<file path="src/rtl/dct_pkg.sv">
package dct_pkg;
    typedef enum logic {
        EDGE_RISE = 1'b0,
        EDGE_FALL = 1'b1
    } edge_pol_e;

    localparam int MODE_W      = 3;
    localparam int MODE_ON_BIT = 1;
    localparam int POL_A_BIT   = 0;
    localparam int POL_B_BIT   = 2;
endpackage

</file>
<file path="src/rtl/dct_edge_sync.sv">
module dct_edge_sync
    import dct_pkg::*;
#(
    parameter int SYNC_STAGES = 2
) (
    input  logic      clk,
    input  logic      rst_n,
    input  logic      pin,
    input  edge_pol_e pol,
    input  logic      arm,
    output logic      hit
);
    typedef struct packed {
        logic [SYNC_STAGES-1:0] chain;
        logic                   dly;
    } sync_t;

    sync_t s_d, s_q;
    logic  lvl;

    assign lvl = s_q.chain[SYNC_STAGES-1];

    always_comb begin
        s_d       = s_q;
        s_d.chain = {s_q.chain[SYNC_STAGES-2:0], pin};
        s_d.dly   = lvl;
    end

    always_ff @(posedge clk or negedge rst_n) begin
        if (!rst_n) s_q <= '0;
        else        s_q <= s_d;
    end

    always_comb begin
        if (pol == EDGE_RISE) hit = arm & lvl & ~s_q.dly;
        else                  hit = arm & ~lvl & s_q.dly;
    end
endmodule

</file>
<file path="src/rtl/dct_down_counter.sv">
module dct_down_counter #(
    parameter int CNT_W = 16
) (
    input  logic             clk,
    input  logic             rst_n,
    input  logic             run,
    input  logic             tick,
    output logic [CNT_W-1:0] cnt,
    output logic             wrap
);
    logic [CNT_W-1:0] cnt_d, cnt_q;
    logic             step;

    assign step = run & tick;
    assign wrap = step & (cnt_q == '0);

    always_comb begin
        cnt_d = cnt_q;
        if (step) cnt_d = cnt_q - CNT_W'(1);
    end

    always_ff @(posedge clk or negedge rst_n) begin
        if (!rst_n) cnt_q <= '0;
        else        cnt_q <= cnt_d;
    end

    assign cnt = cnt_q;
endmodule

</file>
<file path="src/rtl/dual_capture_timer.sv">
module dual_capture_timer
    import dct_pkg::*;
#(
    parameter int CNT_W       = 16,
    parameter int SYNC_STAGES = 2
) (
    input  logic              clk,
    input  logic              rst_n,
    input  logic              tick_slow,
    input  logic              tick_fast,
    input  logic              fast_sel,
    input  logic [MODE_W-1:0] mode,
    input  logic              pin_a,
    input  logic              pin_b,
    input  logic              en_a,
    input  logic              en_b,
    input  logic              clr_a,
    input  logic              clr_b,
    input  logic              clr_uf,
    output logic [CNT_W-1:0]  cap_a,
    output logic [CNT_W-1:0]  cap_b,
    output logic              pend_a,
    output logic              pend_b,
    output logic              pend_uf,
    output logic              irq_a,
    output logic              irq_b
);
    localparam int NCH = 2;

    typedef struct packed {
        logic [CNT_W-1:0] cap_a;
        logic [CNT_W-1:0] cap_b;
        logic             pend_a;
        logic             pend_b;
        logic             pend_uf;
        logic             on;
    } state_t;

    state_t           st_d, st_q;
    logic             cap_on;
    logic             tick_sel;
    logic             wrap;
    logic             entry;
    logic [CNT_W-1:0] cnt;
    logic [NCH-1:0]   pin_v;
    logic [NCH-1:0]   hit;
    edge_pol_e        pol_v [NCH];

    assign cap_on   = mode[MODE_ON_BIT];
    assign tick_sel = fast_sel ? tick_fast : tick_slow;
    assign pin_v    = {pin_b, pin_a};
    assign pol_v[0] = edge_pol_e'(mode[POL_A_BIT]);
    assign pol_v[1] = edge_pol_e'(mode[POL_B_BIT]);

    for (genvar ch = 0; ch < NCH; ch++) begin : g_chan
        dct_edge_sync #(
            .SYNC_STAGES(SYNC_STAGES)
        ) u_sync (
            .clk  (clk),
            .rst_n(rst_n),
            .pin  (pin_v[ch]),
            .pol  (pol_v[ch]),
            .arm  (cap_on),
            .hit  (hit[ch])
        );
    end

    dct_down_counter #(
        .CNT_W(CNT_W)
    ) u_cnt (
        .clk  (clk),
        .rst_n(rst_n),
        .run  (cap_on),
        .tick (tick_sel),
        .cnt  (cnt),
        .wrap (wrap)
    );

    always_comb begin
        st_d    = st_q;
        entry   = cap_on & ~st_q.on;
        st_d.on = cap_on;
        if (hit[0]) st_d.cap_a = cnt;
        if (hit[1]) st_d.cap_b = cnt;
        st_d.pend_a = hit[0] | (st_q.pend_a & ~clr_a);
        st_d.pend_b = hit[1] | (st_q.pend_b & ~clr_b);
        if (entry) st_d.pend_uf = 1'b0;
        else       st_d.pend_uf = wrap | (st_q.pend_uf & ~clr_uf);
    end

    always_ff @(posedge clk or negedge rst_n) begin
        if (!rst_n) st_q <= '0;
        else        st_q <= st_d;
    end

    assign cap_a   = st_q.cap_a;
    assign cap_b   = st_q.cap_b;
    assign pend_a  = st_q.pend_a;
    assign pend_b  = st_q.pend_b;
    assign pend_uf = st_q.pend_uf;
    assign irq_a   = en_a & (st_q.pend_a | st_q.pend_uf);
    assign irq_b   = en_b & st_q.pend_b;
endmodule

</file>
<file path="config.mk">
export PLATFORM = sky130hd
export DESIGN_NAME = dual_capture_timer
export DESIGN_NICKNAME = d
export VERILOG_FILES = /design/src/rtl/dct_pkg.sv /design/src/rtl/dct_edge_sync.sv /design/src/rtl/dct_down_counter.sv /design/src/rtl/dual_capture_timer.sv
export SDC_FILE = /design/constraint.sdc
export NUM_CORES = 1
export LEC_CHECK = 0
export ABC_AREA = 0
export BUFFER_PORTS_ARGS = -buffer_cell sky130_fd_sc_hd__clkbuf_2
export CORE_ASPECT_RATIO = 2
export CORE_MARGIN = 2
export CORE_UTILIZATION = 49
export DETAILED_ROUTE_END_ITERATION = 8
export PLACE_DENSITY = 0.73
export REMOVE_ABC_BUFFERS = 1
export SETUP_SLACK_MARGIN = 0.2
export SLEW_MARGIN = 20
export SYNTH_ARGS = -nofsm -noshare
export SYNTH_HDL_FRONTEND = slang
export SYNTH_SLANG_ARGS = --single-unit
</file>
<file path="constraint.sdc">
create_clock -name clk -period 1.99 [get_ports clk]
set_input_delay 0.398 -clock clk [delete_from_list [all_inputs] [get_ports clk]]
set_output_delay 0.398 -clock clk [all_outputs]
set_load 0.01 [all_outputs]
</file>
# Yosys cells after proc, flatten, opt, wreduce, memory -nomap -nowiden
# Index checks and enable logic that the tools add are counted.
# W data, S select, Z words.
dict set report op_classes {
  reduce_logical 1
  div 0
  shifts 0
  bitwise_logic 28
  magnitude_cmp 0
  multipliers 0
  n_mux 4
  addsub 1
  eq_ne 0
}
# cell n
set ops {}
lappend ops {{$and A1 B1 Y1} 16}
lappend ops {{$logic_not A16 Y1} 1}
lappend ops {{$sub A16 B1 Y16 const B} 1}
lappend ops {{$not A1 Y1} 8}
lappend ops {{$mux W1} 4}
lappend ops {{$or A1 B1 Y1} 4}
dict set report word_totals {
  memories 0
  latchBits 0
  ram_bits 0
  romBits 0
  word_cells 45
  reg_bits 58
  in_bits 15
}

# Longest topological paths before layout
# Gate-level depths: netlist (run 1).
dict set report depth {
  ltp_word 5
  ltp_mapped 6
}

# Hierarchy
# A second synthesis (run 1) with hierarchy kept.
dict set report hier_totals {
  hier_cells 188
  hier_area_um2 2627.5
}
# module instances area_each_um2 cells_each
set modules_own_cells {}
lappend modules_own_cells {dual_capture_timer 1 1700.4 114}
lappend modules_own_cells {dct_down_counter 1 726.9 62}
lappend modules_own_cells {dct_edge_sync 2 100.1 6}

# Least setup slack after synthesis (run 1)
# No wires, ideal clock.
dict set report synth_path {
  path_kind {register to register}
  from {register g_chan[1].u_sync.s_q (netlist bit g_chan[1].u_sync.lvl)}
  to {register st_q (netlist bit cap_b[10])}
  required_time_ns 1.865
  n_path_buf 1
  t_arrival_ns 1.536
  stages_incl_launch_ff 5
  synth_period_minus_slack_ns 1.661
  setup_slack_ns 0.329
  cell_sequence {dfrtp_1 nor3b_1 o21ai_1 buf_2 mux2_2}
}
dict set report synth_via {
  elab_chain_cells 4
}
# element line
set synth_lines {}
lappend synth_lines {{from (decl)} dct_edge_sync.sv:18} ;# sync_t s_d, s_q;
lappend synth_lines {{from (signal assigned)} dct_edge_sync.sv:30} ;# if (!rst_n) s_q <= '0;
lappend synth_lines {{from (signal assigned)} dct_edge_sync.sv:31} ;# else s_q <= s_d;
lappend synth_lines {{$not A1 Y1} dct_edge_sync.sv:36} ;# else hit = arm & ~lvl & s_q.dly;
lappend synth_lines {{$and A1 B1 Y1 (2 in series)} dct_edge_sync.sv:36}
lappend synth_lines {{$mux W1 *} dct_edge_sync.sv:35} ;# if (pol == EDGE_RISE) hit = arm & lvl & ~s_q.dly;
lappend synth_lines {{to (signal assigned)} dual_capture_timer.sv:93} ;# else st_q <= st_d;
lappend synth_lines {{to (decl)} dual_capture_timer.sv:39} ;# state_t st_d, st_q;
# Mark *: on every way between the ends. The rest lies on a longest branch, timed or not.
# A chain may end at the register's enable or synchronous reset.

# Worst setup path after layout (run 1)
dict set report layout_path {
  from {register u_cnt.cnt_q[10], in the netlist u_cnt.cnt[10]}
  to {register u_cnt.cnt_q[15], in the netlist u_cnt.cnt[15]}
}
dict set report layout_via {
  elab_chain_cells 1
}
# element line
set layout_lines {}
lappend layout_lines {{from (decl)} dct_down_counter.sv:11} ;# logic [CNT_W-1:0] cnt_d, cnt_q;
lappend layout_lines {{from (signal assigned)} dct_down_counter.sv:24} ;# else cnt_q <= cnt_d;
lappend layout_lines {{$sub A16 B1 Y16} dct_down_counter.sv:19} ;# if (step) cnt_d = cnt_q - CNT_W'(1);
# Every way passes these cells.

==> results.yml, run 1 <==
placed_design:
  hpwl_microns: 3220
  io_buffer_count: 51
  preCtsSetupSlack_ps: 263
  gp_congestion: 0.785
timing:
  final_max_slew_viol_count: 0
  fin_skew_ps: 3.10
  min_period_over_period: 0.868
  hold_viol_final: 0
  fmax_ghz: 0.579
  relSlewSlack: 0.645
  rsz0062_at_grt: "true"
  worst-slew-pin-transition_ps: 532
  setup_tns_ps: 0
  setup_viol: 0
  fin_ws_ps: 262
  min_period_ps: 1730
logic_synthesis:
  ys_seq_elements: 58
  yosys_warnings: 0
  synth_area_sq_um: 2510
  yosysSeqAreaShare: 0.577
  yosysUniqueCellTypes: 32
  syn_inst: 192
  syn-mean-instance-area_sq_um: 13.1
  synth_edf_count: 0
  ys.flop_type: "dfrtp_1"
  synthArstFlopShare: 1.00
global_routing:
  antenna_found_initial: 0
  track_usage: 0.170
  grt_max_degree: 40
  grt_pass1_vias: 1464
  grt_pass1_wl_microns: 6750
  grt_overflow_total: 0
setup_path:
  reg2reg_setup_slack_ps: 260
  reg2reg_to: "u_cnt.cnt[15]$_DFFE_PN0P_"
  rr_worst_depth: 4
  worstSetupStartpointType: "register"
  crit_path_max_fanout: 5
  cp.arrival_ps: 1980
  cp-end-kind: "register"
  worstSetupPathType: "register to register"
  cp.required_ps: 2240
  worstReg2RegStart: "u_cnt.cnt[10]$_DFFE_PN0P_"
clock_tree:
  root_buffer: "clkbuf_8"
  cts_tree: "done"
  cts.sinks: 58
  ctsHtreeMaxLevel: 3
  clock_path_buffers: 2
  cts_setup_buffers: 0
  cts_buffers: 9
  clkTransAtPathRegs_ps: 60
  clk-insertion-delay-late_ps: 330
die:
  die_area_sq_um: 5750
  die-height_microns: 105
  rows: 36
  coreArea_sq_um: 4910
  die_width_microns: 54.6
  io-pin-count: 52
  start_util: 0.512
route:
  routedWlPerCell_microns: 15.1
  vias: 1461
  drt-vias-per-instance: 5.16
  dr.pass1.iters: 2
  ant_nets: 0
  drtIter0Drc: 16
  wirelength_microns: 4280
  drc: 0
worst_hold_path:
  hold_class: "input pin to async pin"
cells_and_area:
  syn2layout_area_growth_pct: 11.6
  final-seq-area_sq_um: 1450
  fill_cells: 443
  nets: 239
  n_antenna_cell: 0
  layout-drive-gt1-share: 0.473
  multi_input_area_sq_um: 810
run:
  cap_violations: 0
pwr:
  ir_drop_mv: 0.869
  power_leakage_nw: 1.41
  powerDensity_nw_per_um2: 1470
outcome:
  status: "completed"
## how the worst max path moves through the flow
stage | from | end | slack [ps] | depth (start not counted)
floorplan | g_chan[1].u_sync.lvl$_DFF_PN0_ | cap_b[0]$_DFFE_PN0P_ | 170 | 3
global placement | u_cnt.cnt[0]$_DFFE_PN0P_ | u_cnt.cnt[6]$_DFFE_PN0P_ | 290 | 6
detailed placement | u_cnt.cnt[10]$_DFFE_PN0P_ | u_cnt.cnt[15]$_DFFE_PN0P_ | 260 | 4
CTS | u_cnt.cnt[0]$_DFFE_PN0P_ | u_cnt.cnt[6]$_DFFE_PN0P_ | 250 | 6
global route | u_cnt.cnt[5]$_DFFE_PN0P_ | u_cnt.cnt[13]$_DFFE_PN0P_ | 200 | 4
finish | u_cnt.cnt[10]$_DFFE_PN0P_ | u_cnt.cnt[15]$_DFFE_PN0P_ | 260 | 4
## state kept, by name, indices dropped and copies added (netlist names)
name               count
cap_a                 16
cap_b                 16
pend_a                 1
pend_uf                1
g_chan.u_sync.s_d      2
st_q                   1
u_cnt.cnt             16
g_chan.u_sync.s_q      2
g_chan.u_sync.lvl      2
pend_b                 1
## cell families after synthesis
logic type	after synthesis	synth area share
simple gates	38	0.0931
fa+ha+maj	1	0.00498
xor+xnor	15	0.0523
flops	58	0.577
compound gates	9	0.0249
buf+inv	40	0.109
mux	31	0.139
## per-layer routing
layer | wire (microns) | part of all wire | up-vias | track usage
met3 | 226 | 0.053 | 8 | 0.0609
met4 | 91 | 0.021 | 0 | 0.102
li1 | - | - | 683 | -
met2 | 2400 | 0.56 | 40 | 0.272
met1 | 1560 | 0.36 | 730 | 0.179
met5 | 0 | 0 | - | 0
## report_power, final
part	internal [mW]	total, mW	leakage, nW	switching [mW]
Sequential	1.66	2.08	0.725	0.413
Clock	0.473	0.858	0.0766	0.385
Combinational	0.629	1.18	0.610	0.553
Total	2.77	4.12	1.41	1.35
## stage by stage
stage	area [sq um]	std cells	utilization	hold slack [ps]	total power, mW
2_1_floorplan	2260	156	-	102	2.71
5_1_grt	2810	283	0.572	60.0	4.39
6_report	2810	283	0.572	36.8	4.12
3_3_place_gp	2640	269	0.537	335	3.23
3_5_place_dp	2640	269	0.537	336	3.29
4_1_cts	2790	283	0.568	30.9	4.17
## what timing repair did
| action | CTS | global route |
|---|---|---|
| setup endpoints to repair | 0 | 5 |
| resized for setup | 0 | 4 |
| hold buffers | 0 | 0 |
## synthesized netlist by cell type (4+ instances only)
| cell type | number | share of area |
|---|---|---|
| xor2_1 | 11 | 0.038 |
| nor3_1 | 4 | 0.0080 |
| nand2_1 | 7 | 0.010 |
| nor3b_1 | 4 | 0.012 |
| o21ai_0 | 5 | 0.010 |
| xnor2_1 | 4 | 0.014 |
| buf_4 | 32 | 0.096 |
| mux2_2 | 31 | 0.14 |
| inv_1 | 4 | 0.0060 |
| dfrtp_1 | 58 | 0.58 |
| nor2_1 | 4 | 0.0060 |
| nor4_1 | 4 | 0.010 |
## critical path: stages, from the launching register on
cell and delay (ps):
dfrtp_2 430, or3_4 400, or4_4 460, nor3_4 210, xor2_1 150
## cell usage in the layout (no fill, tap or decap), types with 2 or more instances in the layout
| cell | instances |
|---|---|
| and2_1 | 2 |
| buf_4 | 4 |
| clkbuf_1 | 4 |
| clkbuf_2 | 51 |
| clkbuf_8 | 10 |
| dfrtp_1 | 57 |
| inv_1 | 4 |
| mux2_2 | 31 |
| nand2_1 | 7 |
| nand2b_1 | 2 |
| nor2_1 | 4 |
| nor3_1 | 4 |
| nor3b_1 | 2 |
| nor3b_2 | 2 |
| nor4_1 | 4 |
| o21ai_0 | 5 |
| o21ai_2 | 2 |
| xnor2_1 | 4 |
| xor2_1 | 11 |
## cell type report
cell class                 instances  share of cell area
clock buffer                      14              0.0544
inverter                           4             0.00535
timing repair buffer              56               0.109
sequential                        58               0.518
multi-input combinational         94               0.288
tap                               57              0.0254
Note: power is estimated with default switching activity, not from simulation.
==> run 2: changes to the inputs <==
--- a/config.mk
+++ b/config.mk
@@ -9,9 +9,9 @@
 export BUFFER_PORTS_ARGS = -buffer_cell sky130_fd_sc_hd__clkbuf_2
 export CORE_ASPECT_RATIO = 2
 export CORE_MARGIN = 2
-export CORE_UTILIZATION = 49
+export CORE_UTILIZATION = 54
 export DETAILED_ROUTE_END_ITERATION = 8
-export PLACE_DENSITY = 0.73
+export PLACE_DENSITY = 0.79
 export REMOVE_ABC_BUFFERS = 1
 export SETUP_SLACK_MARGIN = 0.2
 export SLEW_MARGIN = 20
==> results.yml, run 2 (synthesized netlist as in run 1, its figures left out) <==
outcome:
  status: "completed"
timing:
  worst-slew-pin-transition_ps: 345
  min_period_ps: 1710
  setup_viol: 0
  final_max_slew_viol_count: 0
  rsz0062_at_grt: "false"
  setup_tns_ps: 0
  relSlewSlack: 0.768
  fmax_ghz: 0.584
  min_period_over_period: 0.861
  fin_skew_ps: 8.22
  hold_viol_final: 0
cells_and_area:
  layout_commonest_cell: "dfrtp_1"
  stdcell_area_sq_um: 2830
  layout-drive-gt1-share: 0.478
  finalCoreUtilization: 0.621
  syn2layout_area_growth_pct: 12.5
  final_cells: 279
  n_antenna_cell: 0
  mostFrequentLayoutCells: "58 x dfrtp_1, 51 x clkbuf_2, 31 x mux2_2"
  nets: 237
pwr:
  power_leakage_nw: 1.42
  ir_drop_mv: 0.932
  powerDensity_nw_per_um2: 1510
  finalPower_mw: 4.27
placed_design:
  hpwl_microns: 2870
  io_buffer_count: 51
  gp_congestion: 0.799
  place_area_sq_um: 2630
  dp_cells: 265
setup_path:
  cp.arrival_ps: 1930
  cp.required_ps: 2210
  worstSetupPathType: "register to register"
  worstSetupStartpointType: "register"
  crit_path_max_fanout: 5
  cp-end-kind: "register"
die:
  die_width_microns: 52.2
  die_area_sq_um: 5250
  coreArea_sq_um: 4550
  rows: 35
  io-pin-count: 52
  die-height_microns: 100
  start_util: 0.552
clock_tree:
  cts.sinks: 58
  clkTransAtPathRegs_ps: 60
  cts_buffers: 9
  root_buffer: "clkbuf_8"
  clock_path_buffers: 2
  ctsHtreeMaxLevel: 3
  cts_hold_buf: 0
  cts_tree: "done"
  clk-insertion-delay-late_ps: 330
global_routing:
  grt_max_degree: 59
  grt_pass1_wl_microns: 6730
  grt_pass1_vias: 1481
  grt_overflow_total: 0
  antenna_found_initial: 0
  track_usage: 0.179
route:
  drt-vias-per-instance: 5.19
  drc: 0
  wirelength_microns: 4070
  drtIter0Drc: 37
  vias: 1448
  routedWlPerCell_microns: 14.6
  ant_nets: 0
  dr.pass1.iters: 4
run:
  cap_violations: 0
worst_hold_path:
  hold_class: "input pin to async pin"
run 2: cell types whose count changed in the layout (fill, tap and decap cells not counted), sizes merged:
cell	previous run	this run
bufinv	0	1
clkinv	0	2
clkbuf	65	62
buf	5	3
run 2: what timing repair did:
item	in CTS	in global routing
resized for setup	0	1
endpoints found under the setup margin	0	4
buffers inserted	0	0
run 2: cell type report:
cell class	count	area [sq um]
timing repair buffer	54	303
inverter	4	15.0
sequential	58	1450
multi-input combinational	94	798
tap	55	68.8
clock inverter	3	40.0
clock buffer	11	151
fill	394	1730
run 2: worst paths after layout:
kind                                                   start                           endpoint  slack, ps  depth (start not counted)
setup / recovery                   u_cnt.cnt[10]$_DFFE_PN0P_                  pend_uf$_DFF_PN0_        280                          3
hold / removal                                         rst_n               cap_b[9]$_DFFE_PN0P_         60                          2
setup reg to reg                   u_cnt.cnt[10]$_DFFE_PN0P_                  pend_uf$_DFF_PN0_        280                          3
hold reg to reg            g_chan[0].u_sync.s_d[2]$_DFF_PN0_     g_chan[0].u_sync.lvl$_DFF_PN0_        350                          0
max in group asynchronous                              rst_n          u_cnt.cnt[12]$_DFFE_PN0P_       1670                          2
min in group clk                                       pin_a  g_chan[0].u_sync.s_d[2]$_DFF_PN0_        170                          1
run 2: worst max-delay path, stage by stage, from the launching register on:
cell	delay [ps]
dfrtp_1	420
or3_4	420
or4_4	440
o41ai_2	330
run 2: where the power goes:
part	leakage, nW	internal (mW)	switching (mW)	total [mW]
Combinational	0.594	0.629	0.549	1.18
Sequential	0.726	1.66	0.392	2.05
Clock	0.101	0.627	0.414	1.04
Total	1.42	2.92	1.35	4.27
run 2: metal layers:
metal  GRT usage  part of all wire  vias to the layer above
li1            -                 -                      672
met1       0.204              0.38                      732
met2       0.293              0.56                       38
met3      0.0579             0.048                        6
met4      0.0947             0.019                        0
met5           0                 0                        -
run 2: per-stage QoR:
step           setup slack [ps]  hold slack, ps
2_1_floorplan               175             102
3_3_place_gp                318             331
3_5_place_dp                239             336
4_1_cts                     219            67.2
5_1_grt                     214            78.1
6_report                    277            61.7
==> run 3: changes to the inputs <==
--- a/config.mk
+++ b/config.mk
@@ -9,9 +9,9 @@
 export BUFFER_PORTS_ARGS = -buffer_cell sky130_fd_sc_hd__clkbuf_2
 export CORE_ASPECT_RATIO = 2
 export CORE_MARGIN = 2
-export CORE_UTILIZATION = 54
+export CORE_UTILIZATION = 50
 export DETAILED_ROUTE_END_ITERATION = 8
-export PLACE_DENSITY = 0.79
+export PLACE_DENSITY = 0.74
 export REMOVE_ABC_BUFFERS = 1
 export SETUP_SLACK_MARGIN = 0.2
 export SLEW_MARGIN = 20
==> results.yml, run 3 (synthesized netlist as in run 1, its figures left out) <==
die:
  die_width_microns: 54.1
  rows: 36
  coreArea_sq_um: 4860
  io-pin-count: 52
  start_util: 0.517
  die-height_microns: 104
  die_area_sq_um: 5640
route:
  drt-vias-per-instance: 5.10
  routedWlPerCell_microns: 14.8
  drc: 0
  vias: 1437
  drtIter0Drc: 13
  wirelength_microns: 4190
  ant_nets: 0
  dr.pass1.iters: 4
pwr:
  power_leakage_nw: 1.40
  finalPower_mw: 4.14
  ir_drop_mv: 0.807
  powerDensity_nw_per_um2: 1470
clock_tree:
  root_buffer: "clkbuf_8"
  clock_path_buffers: 2
  cts_setup_buffers: 0
  ctsHtreeMaxLevel: 3
  clk-insertion-delay-late_ps: 330
  cts_buffers: 9
  clkTransAtPathRegs_ps: 60
  cts.sinks: 58
  cts_tree: "done"
setup_path:
  reg2reg_to: "pend_uf$_DFF_PN0_"
  worstSetupPathType: "register to register"
  crit_path_max_fanout: 5
  reg2reg_setup_slack_ps: 260
  crit_end: "pend_uf$_DFF_PN0_"
  worstSetupStartpointType: "register"
  cp.required_ps: 2220
  cp.arrival_ps: 1960
  rr_worst_depth: 3
  startpoint: "u_cnt.cnt[10]$_DFFE_PN0P_"
  cp-end-kind: "register"
  worstReg2RegStart: "u_cnt.cnt[10]$_DFFE_PN0P_"
global_routing:
  track_usage: 0.176
  grt_pass1_vias: 1521
  grt_max_degree: 59
  grt_overflow_total: 0
  antenna_found_initial: 0
  grt_pass1_wl_microns: 7020
timing:
  final_max_slew_viol_count: 0
  relSlewSlack: 0.751
  fin_skew_ps: 5.46
  hold_viol_final: 0
  min_period_ps: 1730
  rsz0062_at_grt: "true"
  fin_ws_ps: 261
  min_period_over_period: 0.869
  worst-slew-pin-transition_ps: 371
  fmax_ghz: 0.578
  setup_tns_ps: 0
  whs_ps: 59.7
  setup_viol: 0
cells_and_area:
  final-seq-area_sq_um: 1450
  multi_input_area_sq_um: 821
  n_antenna_cell: 0
  layout_commonest_cell: "dfrtp_1"
  layout-drive-gt1-share: 0.476
  syn2layout_area_growth_pct: 11.7
  nets: 238
  mostFrequentLayoutCells: "58 x dfrtp_1, 51 x clkbuf_2, 31 x mux2_2"
  fill_cells: 434
outcome:
  status: "completed"
placed_design:
  io_buffer_count: 51
  hpwl_microns: 2980
  gp_congestion: 0.803
  preCtsSetupSlack_ps: 255
worst_hold_path:
  hold_class: "input pin to async pin"
run:
  cap_violations: 0
==> run 3: changes by cell type in the layout (fill, tap and decap cells not counted), sizes merged <==
cell,previous run,this run
clkbuf,62,65
clkinv,2,0
buf,3,4
bufinv,1,0
==> run 3: critical path, stage by stage, from the launching register on <==
cell	delay (ps)
dfrtp_1	420
or3_4	420
or4_4	450
o41ai_2	340
==> run 3: stage by stage <==
step / instances / area (sq um) / utilization
floorplan: 156 / 2260 / -
CTS: 282 / 2780 / 0.571
global route: 282 / 2810 / 0.577
detailed placement: 268 / 2630 / 0.540
global placement: 268 / 2630 / 0.540
finish: 282 / 2810 / 0.577
==> run 3: worst min-delay path by stage <==
stage | endpoint | slack [ps] | cells past startpoint
after global placement | g_chan[1].u_sync.lvl$_DFF_PN0_ | 330 | 0
after detailed placement | g_chan[1].u_sync.lvl$_DFF_PN0_ | 350 | 0
after CTS | cap_b[3]$_DFFE_PN0P_ | 60 | 2
final | cap_b[3]$_DFFE_PN0P_ | 60 | 2
after global routing | cap_b[0]$_DFFE_PN0P_ | 80 | 2
after floorplan | cap_a[0]$_DFFE_PN0P_ | 100 | 0
==> run 3: what timing repair did <==
| item | CTS | global route |
|---|---|---|
| resized for setup | 0 | 6 |
| endpoints found under the setup margin | 0 | 4 |
| hold buffers | 0 | 0 |
==> run 3: final cells by class <==
type	count	area share
flip-flops and latches	58	0.517
multi-input cells	94	0.292
repair buffers	55	0.106
clock buffers	14	0.0543
well taps	57	0.0254
inverters	4	0.00535
==> run 3: where the power goes <==
group / total (mW) / internal [mW] / switching, mW
logic: 1.19 / 0.638 / 0.556
registers: 2.07 / 1.66 / 0.406
clock network: 0.876 / 0.473 / 0.403
total: 4.14 / 2.77 / 1.36
==> run 3: layer usage <==
metal | GRT usage | wire, microns
met5 | 0 | 0
met2 | 0.277 | 2190
met1 | 0.200 | 1660
met4 | 0.0964 | 107
met3 | 0.0560 | 228
